**src/rtl/gpio_port_pkg.sv**
```systemverilog
package gpio_port_pkg;

    localparam int unsigned PIN_W  = 32;
    localparam int unsigned ADDR_W = 3;

    typedef logic [PIN_W-1:0] pinvec_t;

    typedef enum logic [ADDR_W-1:0] {
        RA_DOUT  = 3'd0,
        RA_DRV_N = 3'd1,
        RA_BLINK = 3'd2,
        RA_INV   = 3'd3,
        RA_DIN   = 3'd4,
        RA_CAUSE = 3'd5,
        RA_EMASK = 3'd6,
        RA_LMASK = 3'd7
    } reg_addr_e;

    typedef struct packed {
        pinvec_t dout;
        pinvec_t drv_n;
        pinvec_t blink;
        pinvec_t inv;
        pinvec_t emask;
        pinvec_t lmask;
    } cfg_t;

    localparam cfg_t CFG_RESET = '{dout: '0, drv_n: '1, blink: '0,
                                   inv: '0, emask: '0, lmask: '0};

    // Acknowledge by AND with write data; fresh edges override the clear.
    function automatic pinvec_t cause_next(pinvec_t cur, logic we,
                                           pinvec_t wd, pinvec_t rise);
        pinvec_t kept;
        kept = we ? (cur & wd) : cur;
        return kept | rise;
    endfunction

endpackage

```
**src/rtl/gpio_port_sync.sv**
```systemverilog
module gpio_port_sync #(
    parameter int unsigned W      = 32,
    parameter int unsigned STAGES = 2
) (
    input  logic         clk,
    input  logic         rst,
    input  logic [W-1:0] d,
    output logic [W-1:0] q
);
    logic [W-1:0] stg [STAGES];

    for (genvar s = 0; s < STAGES; s++) begin : g_stage
        if (s == 0) begin : g_first
            always_ff @(posedge clk) begin
                if (rst) stg[s] <= '0;
                else     stg[s] <= d;
            end
        end else begin : g_next
            always_ff @(posedge clk) begin
                if (rst) stg[s] <= '0;
                else     stg[s] <= stg[s-1];
            end
        end
    end

    assign q = stg[STAGES-1];
endmodule

```
**src/rtl/gpio_port_blink.sv**
```systemverilog
module gpio_port_blink #(
    parameter int unsigned HALF = 16
) (
    input  logic clk,
    input  logic rst,
    output logic phase
);
    localparam int unsigned CW = (HALF > 1) ? $clog2(HALF) : 1;
    localparam logic [CW-1:0] LIM = CW'(HALF - 1);

    logic [CW-1:0] cnt;

    always_ff @(posedge clk) begin
        if (rst) begin
            cnt   <= '0;
            phase <= 1'b0;
        end else if (cnt == LIM) begin
            cnt   <= '0;
            phase <= ~phase;
        end else begin
            cnt   <= cnt + 1'b1;
        end
    end

    AST_BLINK_PERIOD: assert property (@(posedge clk) disable iff (rst)
        (phase != $past(phase)) |-> ($past(cnt) == LIM));
endmodule

```
**src/rtl/gpio_port_irq.sv**
```systemverilog
module gpio_port_irq
    import gpio_port_pkg::*;
(
    input  logic    clk,
    input  logic    rst,
    input  pinvec_t din,
    input  pinvec_t emask,
    input  pinvec_t lmask,
    input  logic    clr_we,
    input  pinvec_t clr_wd,
    output pinvec_t cause,
    output logic    irq
);
    pinvec_t prev_din;
    pinvec_t rise;

    assign rise = din & ~prev_din;

    always_ff @(posedge clk) begin
        if (rst) begin
            prev_din <= '0;
            cause    <= '0;
        end else begin
            prev_din <= din;
            cause    <= cause_next(cause, clr_we, clr_wd, rise);
        end
    end

    assign irq = |((cause & emask) | (din & lmask));

    AST_CAUSE_HOLD: assert property (@(posedge clk) disable iff (rst)
        !$past(clr_we) |-> ((cause & $past(cause)) == $past(cause)));
    AST_EDGE_WINS: assert property (@(posedge clk) disable iff (rst)
        ($past(rise) != '0) |-> ((cause & $past(rise)) == $past(rise)));
    AST_LEVEL_IRQ: assert property (@(posedge clk) disable iff (rst)
        ((din & lmask) != '0) |-> irq);
    AST_MASKED_QUIET: assert property (@(posedge clk) disable iff (rst)
        ((emask == '0) && (lmask == '0)) |-> !irq);
endmodule

```
**src/rtl/gpio_port_top.sv**
```systemverilog
module gpio_port_top
    import gpio_port_pkg::*;
#(
    parameter int unsigned BLINK_HALF  = 16,
    parameter int unsigned SYNC_STAGES = 2
) (
    input  logic              clk,
    input  logic              rst,
    input  logic              bus_wr,
    input  logic [ADDR_W-1:0] bus_addr,
    input  logic [PIN_W-1:0]  bus_wdata,
    output logic [PIN_W-1:0]  bus_rdata,
    input  logic [PIN_W-1:0]  pin_in,
    output logic [PIN_W-1:0]  pin_out,
    output logic [PIN_W-1:0]  pin_drv_n,
    output logic              irq
);
    cfg_t    cfg;
    pinvec_t raw_sync;
    pinvec_t din;
    pinvec_t cause;
    logic    blink_phase;
    logic    clr_we;

    gpio_port_sync #(.W(PIN_W), .STAGES(SYNC_STAGES)) u_sync (
        .clk(clk), .rst(rst), .d(pin_in), .q(raw_sync));

    assign din = raw_sync ^ cfg.inv;

    always_ff @(posedge clk) begin
        if (rst) begin
            cfg <= CFG_RESET;
        end else if (bus_wr) begin
            case (reg_addr_e'(bus_addr))
                RA_DOUT:  cfg.dout  <= bus_wdata;
                RA_DRV_N: cfg.drv_n <= bus_wdata;
                RA_BLINK: cfg.blink <= bus_wdata;
                RA_INV:   cfg.inv   <= bus_wdata;
                RA_EMASK: cfg.emask <= bus_wdata;
                RA_LMASK: cfg.lmask <= bus_wdata;
                default:  ;
            endcase
        end
    end

    assign clr_we = bus_wr && (reg_addr_e'(bus_addr) == RA_CAUSE);

    gpio_port_irq u_irq (
        .clk(clk), .rst(rst), .din(din), .emask(cfg.emask), .lmask(cfg.lmask),
        .clr_we(clr_we), .clr_wd(bus_wdata), .cause(cause), .irq(irq));

    gpio_port_blink #(.HALF(BLINK_HALF)) u_blink (
        .clk(clk), .rst(rst), .phase(blink_phase));

    assign pin_out   = (cfg.dout & ~cfg.blink) | ({PIN_W{blink_phase}} & cfg.blink);
    assign pin_drv_n = cfg.drv_n;

    always_comb begin
        case (reg_addr_e'(bus_addr))
            RA_DOUT:  bus_rdata = cfg.dout;
            RA_DRV_N: bus_rdata = cfg.drv_n;
            RA_BLINK: bus_rdata = cfg.blink;
            RA_INV:   bus_rdata = cfg.inv;
            RA_DIN:   bus_rdata = din;
            RA_CAUSE: bus_rdata = cause;
            RA_EMASK: bus_rdata = cfg.emask;
            default:  bus_rdata = cfg.lmask;
        endcase
    end

    AST_DRV_FOLLOWS: assert property (@(posedge clk) disable iff (rst)
        $past(bus_wr && (bus_addr == RA_DRV_N)) |-> (pin_drv_n == $past(bus_wdata)));
endmodule

```
**config.mk**
```make
export PLATFORM = sky130hd
export DESIGN_NAME = gpio_port_top
export DESIGN_NICKNAME = d
export VERILOG_FILES = /design/src/rtl/gpio_port_pkg.sv /design/src/rtl/gpio_port_sync.sv /design/src/rtl/gpio_port_blink.sv /design/src/rtl/gpio_port_irq.sv /design/src/rtl/gpio_port_top.sv
export SDC_FILE = /design/constraint.sdc
export NUM_CORES = 1
export LEC_CHECK = 0
export BUFFER_PORTS_ARGS = -buffer_cell sky130_fd_sc_hd__buf_2
export CORE_MARGIN = 4
export CORE_UTILIZATION = 60
export DETAILED_ROUTE_END_ITERATION = 10
export PLACE_DENSITY = 0.82
export SETUP_SLACK_MARGIN = 0.3
export SLEW_MARGIN = 0
export SYNTH_ARGS = -nofsm -noshare
export SYNTH_HDL_FRONTEND = slang
export SYNTH_HIERARCHICAL = 1
export SYNTH_SLANG_ARGS = --single-unit
```
**constraint.sdc**
```tcl
create_clock -name clk -period 3 [get_ports clk]
set_clock_uncertainty 0.05 [all_clocks]
set_input_delay 0 -clock clk [delete_from_list [all_inputs] [get_ports clk]]
set_output_delay 0 -clock clk [all_outputs]
set_load 0.02 [all_outputs]
```
* Yosys cells after proc, flatten, opt, wreduce, memory -nomap -nowiden
Memory sizes are Yosys's and may differ from the RTL's. Index checks and enable logic that the tools add are counted.
Storage, ports and cells: register bits 261, bits in latches 0, bits in writable memories 64, bits in read-only memories 0, word-level logic and storage cells 52, memories kept 1
Cells by class: add/subtract/negate cells 1, multipliers 0, divide/modulo/power cells 0, magnitude comparators 0, equality and inequality tests 8, shift-type cells 0, multiplexer cells 7, bitwise gates (word level) 15, reductions and logical operators 10
Memories:
- u_sync.stg | depth 2, width 32, rd ports 2, clocked after Yosys merged registers in 0, wr ports 2, line gpio_port_sync.sv:10 | logic [W-1:0] stg [STAGES];
Operators with widths (number):
- 32-bit one-hot mux with 7 select lines | 1
- 32-bit AND | 6
- 32-bit two-way mux | 3
- 32-bit bitwise OR | 3
- 32-bit inverter | 2
- 32-bit OR reduction | 1
- 32-bit XOR | 1
- 3-bit equality test (second input constant) | 4
- 2-bit AND reduction | 6
- 3-bit by 2-bit equality test with 1-bit output (second input constant) | 2
- 4-bit by 1-bit adder with 4-bit output (second input constant) | 1
- 4-bit equality test (second input constant) | 1
- 3-bit by 1-bit equality test with 1-bit output (second input constant) | 1
- 3-bit zero test | 1
- 1-bit two-way mux | 3
- 1-bit bitwise OR | 2
- 2-bit OR reduction | 1
- 1-bit logical AND | 1
- 1-bit inverter | 1

* Depth between registers and ports, before layout
Gate-level depths: netlist (run 1).
depth after elaboration 4, mapped depth 8

* Cells and area by module
Netlist (run 1), hierarchy kept.
By module, submodules not included:
- gpio_port_top | instances 1, cells an instance 1320, area an instance 9982.1 um^2
- gpio_port_irq | instances 1, cells an instance 240, area an instance 2407.3 um^2
- gpio_port_sync | instances 1, cells an instance 135, area an instance 1918.1 um^2
- gpio_port_blink | instances 1, cells an instance 17, area an instance 183.9 um^2

* Least setup slack after synthesis (run 1)
OpenSTA, ideal clock, no wires.
kind register -> output, start point register cfg[86] (netlist bit), end point output irq, arrival 1.585 ns, slack 1.365 ns, stages on the path, launching flop included 6, buffers on the path 0, cells stage by stage dfxtp_1 > xor2_1 > a22o_1 > a221oi_2 > nand4_1 > or4_1
On the way: longest elaborated chain between the ends 4
RTL lines:
- start, declared | line gpio_port_top.sv:18 | cfg_t cfg;
- 32-bit XOR | line gpio_port_top.sv:28 | assign din = raw_sync ^ cfg.inv;
- via din[22] | line gpio_port_top.sv:20 | pinvec_t din;
- 32-bit AND | line gpio_port_irq.sv:29 | assign irq = |((cause & emask) | (din & lmask));
- 32-bit bitwise OR | line gpio_port_irq.sv:29
- 32-bit OR reduction | line gpio_port_irq.sv:29
- end, declared | line gpio_port_top.sv:16 | output logic irq
The timed path passes the listed nets, and every way through them passes these cells.

* Worst setup path in the final report (run 1)
start point register cfg[70] (netlist bit), end point output irq
Same word-level chain as after synthesis.

==> results of run 1 <==
==> state kept, by name, indices dropped and copies added, names as in the netlist <==
register and count:
u_sync/stg 64, u_irq/prev_din 32, u_blink/cnt 4, u_irq/cause 32
cfg 160, u_blink/phase 1, pin_drv_n 32
==> placed cells by master, fill, tap and decap left out, types with 9 or more instances in the layout <==
cell type / n
mux2_2: 36
buf_4: 36
a21oi_1: 222
o21ai_1: 24
nand3b_1: 33
dfxtp_1: 325
a22oi_1: 49
o211ai_1: 9
xor2_1: 33
nand2_1: 396
o22ai_1: 26
nor2b_1: 39
o21ai_0: 84
a221oi_2: 9
nor2_1: 32
dlygate4sd3_1: 73
buf_2: 164
a22o_1: 20
nor2b_2: 63
clkbuf_16: 37
nor4b_1: 24
clkbuf_8: 9
o22a_1: 27
nand2b_1: 39
==> worst max-delay path, cell delays in order (launching register included) <==
cell,delay (ns)
dfxtp_1,0.35
xor2_1,0.20
a22o_1,0.26
a221oi_2,0.30
nand4_1,0.18
or4_1,0.61
buf_2,0.19
==> power groups by stage <==
stage / clock (mW) / combinational (mW) / sequential, mW
after floorplan: 0 / 0.680 / 4.63
after global placement: 0 / 0.964 / 4.68
after detailed placement: 0 / 0.982 / 4.68
after CTS: 4.84 / 1.06 / 4.59
after global routing: 5.01 / 1.17 / 4.60
final: 4.84 / 1.10 / 4.59
==> area by class of cell <==
class | instances | area, um2 | share of cell area, %
Multi-Input combinational cell | 1224 | 7090 | 41.1
Timing Repair Buffer | 280 | 1960 | 11.3
Tap cell | 319 | 399 | 2.31
Inverter | 3 | 11.3 | 0.0652
Antenna cell | 1 | 2.50 | 0.0145
Sequential cell | 325 | 6510 | 37.7
Clock buffer | 52 | 1070 | 6.21
Clock inverter | 10 | 231 | 1.34
==> per-layer routing <==
metal  vias to the layer above  part of all wire, %  wire [um]  GRT usage, %
met5                         -                    0          0             0
met4                         0                  5.3       2530          17.0
met3                       214                   12       5650          6.69
met2                      1019                   46      21700          55.8
met1                      6435                   37      17700          44.3
li1                       6186                    -          -             -
==> final timing paths <==
path / from / to / slack, ns / cells past startpoint
worst max-delay path: cfg[70] / irq / 0.35 / 6
worst min-delay path: bus_wr / cfg[95] / 0.09 / 5
worst max register to register: cfg[89] / u_irq/cause[25] / 1.61 / 3
worst min register to register: u_sync/stg[0][18] / u_sync/stg[1][18] / 0.38 / 1
==> Yosys cell counts, types with 3 or more instances <==
cell type / count / share of area (%)
nand4_1: 5 / 0.22
dfxtp_1: 325 / 45
clkbuf_1: 52 / 1.3
a22oi_1: 49 / 2.5
o21ai_1: 24 / 0.83
a22o_1: 20 / 1.2
nor4b_1: 24 / 1.5
buf_2: 53 / 1.8
o21ai_0: 84 / 2.9
nor2b_2: 61 / 3.7
buf_4: 40 / 2.1
nor2_1: 32 / 0.83
xor2_1: 33 / 2.0
nand2b_1: 39 / 1.7
and2_1: 3 / 0.13
nand2_1: 396 / 10
a221oi_2: 8 / 0.83
nand3b_1: 33 / 1.7
nor2_2: 3 / 0.13
mux2_2: 36 / 2.8
mux2i_1: 7 / 0.48
nand2_2: 3 / 0.13
nand3_1: 4 / 0.14
o22a_1: 27 / 1.6
a21oi_1: 222 / 7.7
buf_6: 11 / 0.85
nor2b_1: 41 / 1.8
o22ai_1: 26 / 1.1
a221oi_1: 8 / 0.48
o211ai_1: 9 / 0.47
==> cell families after synthesis <==
family,after synthesis,share of synthesized area [%]
adders and majority gates,1,0.0863
DFF,325,44.9
xor gates and xnor gates,34,2.05
buffers and inverters,163,6.44
muxes,44,3.38
and+or+nand+nor,655,22.7
AOI/OAI and AO/OA,490,20.4
==> through the flow <==
| stage | power [mW] | worst slack, ns | instance area [um2] | std cells |
|---|---|---|---|---|
| final | 10.5 | 0.351 | 17300 | 2214 |
| after global routing | 10.8 | 0.341 | 17300 | 2214 |
| after CTS | 10.5 | 0.351 | 17300 | 2213 |
| after detailed placement | 5.66 | 0.759 | 15200 | 2078 |
| after global placement | 5.64 | 0.786 | 15200 | 2078 |
| after floorplan | 5.31 | 1.36 | 14500 | 1712 |
==> timing repair <==
item	CTS	global route
hold endpoints to repair	274	0
setup buffers	0	0
endpoints found under the setup margin	1	1
gates resized for setup	1	2
pin swaps	0	0
hold buffers	73	0
==> out/summary.txt, run 1 <==
First-pass GRT wire length -> 73.0 mm
Post-DRT Antenna Nets -> 0
Max Clock Freq -> 0.377 GHz
Setup TNS -> 0 ns
DR vias/cell -> 6.26
Syn-to-layout area delta -> 19.2%
Async SR Flop Fraction -> 0%
Max-slew violations -> 0
WL/cell -> 21.5 um
Die Wd -> 163 um
Syn Std Cell Area -> 0.0145 mm2
IO Port Bufs -> 166
Power Dens Cells -> 610 mW/mm2
VDD IR max -> 0.386 mV
Clock transition at path regs -> 0.06 ns
Initial Utilization -> 61.4%
Combinational power share -> 10.4%
EDFF count, synth -> 0
IO Count -> 167
Die Ht -> 163 um
# clock sinks -> 325
CP endpoint kind -> output pin
Total wire length -> 47.6 mm
GRT Overall Usage -> 34.5%
Seq pwr share -> 43.6%
CTS Root Cell -> clkbuf_16
CTS tree -> built
CP required -> 2.95 ns
DRC -> 0
CORE AREA -> 0.0236 mm2
Initial antenna violation count -> 1
Drt pass-1 iters -> 9
Leak -> 6.75 nW
Part of the power in the clock network -> 45.9%
Syn. warnings -> 6
RSZ-0062 raised after global routing -> false
CP startpoint kind -> flop
Routed via count -> 13,900
Crit Path Class -> flop to output pin
Full die area -> 0.0267 mm2
Rel. slew slack -> 40.2%
Final nets -> 1,939
Vias in the first global route -> 13,400
Worst EP arrival -> 2.60 ns
Tcrit/Tclk final -> 88.3%
Core Util, Final -> 73.2%
Gpl congestion -> 0.959
Final Critical Period -> 2.65 ns
Synthesized area per cell -> 8.46 um2
Sequential element share of the synthesized area -> 44.9%
Final setup fails -> 0
Total global routing overflow -> 0
Max Cap Viol -> 0
CTS buffer count -> 34
Hold slack -> 0.0942 ns
Hold Vio Cnt, Final -> 0
Yosys cell types -> 53
Syn Nets -> 1,783
Fill count -> 1,699
Number of synthesized register bits -> 325
Main synth FF type -> dfxtp_1
Layout cells sized above 1 -> 20.3%
Switch Pwr -> 2.57 mW
Hpwl dp -> 30.2 mm
H-Tree Depth -> 2
Switching Fraction -> 24.4%
Cell count after synthesis -> 1,712
Clk buf depth -> 3
Largest net degree at the start of global routing -> 97
Status -> finished, final reports clean
Clk_lat worst skew -> 0.52 ns
Pint -> 7.96 mW
Iteration-0 DRC Markers -> 1,796
Rows -> 56
Hold crit path type -> primary input to flop
Worst-path fanout max -> 4
Worst Tran Pin Value -> 0.897 ns
(Power assumes the default switching activity.)
==> run 2, diff against run 1 <==
CORE_MARGIN = unset   (was 4)
==> out/summary.txt, run 2 (synthesized netlist as in run 1, its figures left out) <==
Status -> finished, final reports clean
RSZ-0062 raised after global routing -> false
GRT Overall Usage -> 37.1%
Clk_lat worst skew -> 0.53 ns
Die Wd -> 157 um
Max Cap Viol -> 0
Most frequent cells in the layout -> 396 x nand2_1, 325 x dfxtp_1, 222 x a21oi_1
Total wire length -> 46.7 mm
DR vias/cell -> 6.22
Initial Utilization -> 61.4%
Routed via count -> 13,800
Final setup fails -> 0
CORE AREA -> 0.0236 mm2
Worst Hold Depth -> 5
Max reg flops -> 160
Pint -> 7.71 mW
Clk buf depth -> 3
Hold EP -> cfg[3]
Switch Pwr -> 2.61 mW
Worst EP arrival -> 2.63 ns
Crit Path Class -> flop to output pin
Rel. slew slack -> 39.7%
Min-delay src -> bus_wr
Fin worst setup slack -> 0.319 ns
Leak -> 6.75 nW
CP endpoint kind -> output pin
CP required -> 2.95 ns
Hold Vio Cnt, Final -> 0
Die Ht -> 157 um
R2R cell count -> 3
Final Critical Period -> 2.68 ns
Final std cells w/o fill -> 2,215
Total global routing overflow -> 0
DRC -> 0
Layout cells sized above 1 -> 20.5%
Hpwl dp -> 29.5 mm
Placed instance count -> 2,079
Rows -> 56
# clock sinks -> 325
Part of the power in the clock network -> 44.8%
Gpl congestion -> 0.954
Setup TNS -> 0 ns
Worst Tran Pin Value -> 0.904 ns
IO Count -> 167
CTS buffer count -> 35
Final nets -> 1,943
Seq pwr share -> 44.5%
Max Clock Freq -> 0.373 GHz
Core Util, Final -> 72.9%
Iteration-0 DRC Markers -> 1,798
Flop-to-flop setup slack -> 1.79 ns
Post-DRT Antenna Nets -> 0
CTS tree -> built
FF-to-FF End -> u_irq/cause[25]
CTS Root Cell -> clkbuf_16
DP Area -> 0.0152 mm2
Place WS -> 0.798 ns
Switching Fraction -> 25.3%
Initial antenna violation count -> 0
Vias in the first global route -> 13,000
H-Tree Depth -> 2
Fill count -> 1,713
Syn-to-layout area delta -> 18.8%
IO Port Bufs -> 166
First-pass GRT wire length -> 70.5 mm
Max-slew violations -> 0
Largest net degree at the start of global routing -> 102
Tcrit/Tclk final -> 89.4%
Power Dens Cells -> 599 mW/mm2
Antenna diodes -> 0
Hold crit path type -> primary input to flop
Crit path from -> cfg[71]
Biggest register -> cfg
VDD IR max -> 0.390 mV
Most common cell after layout, fill and taps aside -> nand2_1
Drt pass-1 iters -> 10
CP startpoint kind -> flop
Final instance area -> 0.0172 mm2
Regs by FF count -> cfg: 160 flops, u_sync/stg: 64 flops
Clock transition at path regs -> 0.07 ns
Combinational power share -> 10.7%
Reg-to-Reg Start -> cfg[89]
Full die area -> 0.0248 mm2
Worst-path fanout max -> 3
WL/cell -> 21.1 um
[run 2: layer usage]
layer / GRT usage [%] / share of wire, % / up-vias
li1: - / - / 6190
met1: 46.2 / 38 / 6436
met4: 20.1 / 5.2 / 0
met2: 59.7 / 46 / 938
met5: 0 / 0 / -
met3: 8.40 / 11 / 211
[run 2: cell type report]
| cell class | count | area [um2] | share of cell area [%] |
|---|---|---|---|
| Sequential cell | 325 | 6510 | 37.8 |
| Clock buffer | 42 | 963 | 5.60 |
| Inverter | 3 | 11.3 | 0.0654 |
| Tap cell | 319 | 399 | 2.32 |
| Timing Repair Buffer | 283 | 2000 | 11.6 |
| Clock inverter | 19 | 267 | 1.55 |
| Multi-Input combinational cell | 1224 | 7080 | 41.1 |
[run 2: worst max-delay path, cell delays in order, from the launching register on]
cell and delay, ns:
dfxtp_1 0.35, xor2_1 0.23, a22o_1 0.25, a221oi_1 0.38
nand4_1 0.21, or4_1 0.49, buf_2 0.19
[run 2: timing repair]
action                                 4_1_cts  5_1_grt
hold buffers                                75        0
setup buffers                                0        0
setup endpoints to repair                    1        0
gates resized for setup                      1        0
endpoints found under the hold margin      278        0
[run 2: power by group through the flow]
stage / registers [mW] / clock network, mW / logic (mW)
after floorplan: 4.63 / 0 / 0.680
after global placement: 4.68 / 0 / 0.960
after detailed placement: 4.68 / 0 / 0.982
after CTS: 4.59 / 4.61 / 1.07
after global routing: 4.60 / 4.82 / 1.16
final: 4.59 / 4.63 / 1.10
[run 2: worst max-delay path by stage]
stage               cells after the start       endpoint  slack (ns)
global placement                        6            irq        0.82
finish                                  6            irq        0.32
CTS                                     6            irq        0.38
global route                            6            irq        0.30
detailed placement                      7  bus_rdata[18]        0.80
floorplan                               5            irq        1.36
[run 2: metrics by stage]
step	hold WS, ns	power [mW]
6_report	0.0647	10.3
5_1_grt	0.0789	10.6
4_1_cts	0.0517	10.3
3_5_place_dp	0.164	5.66
3_3_place_gp	0.157	5.64
2_1_floorplan	0.0221	5.31
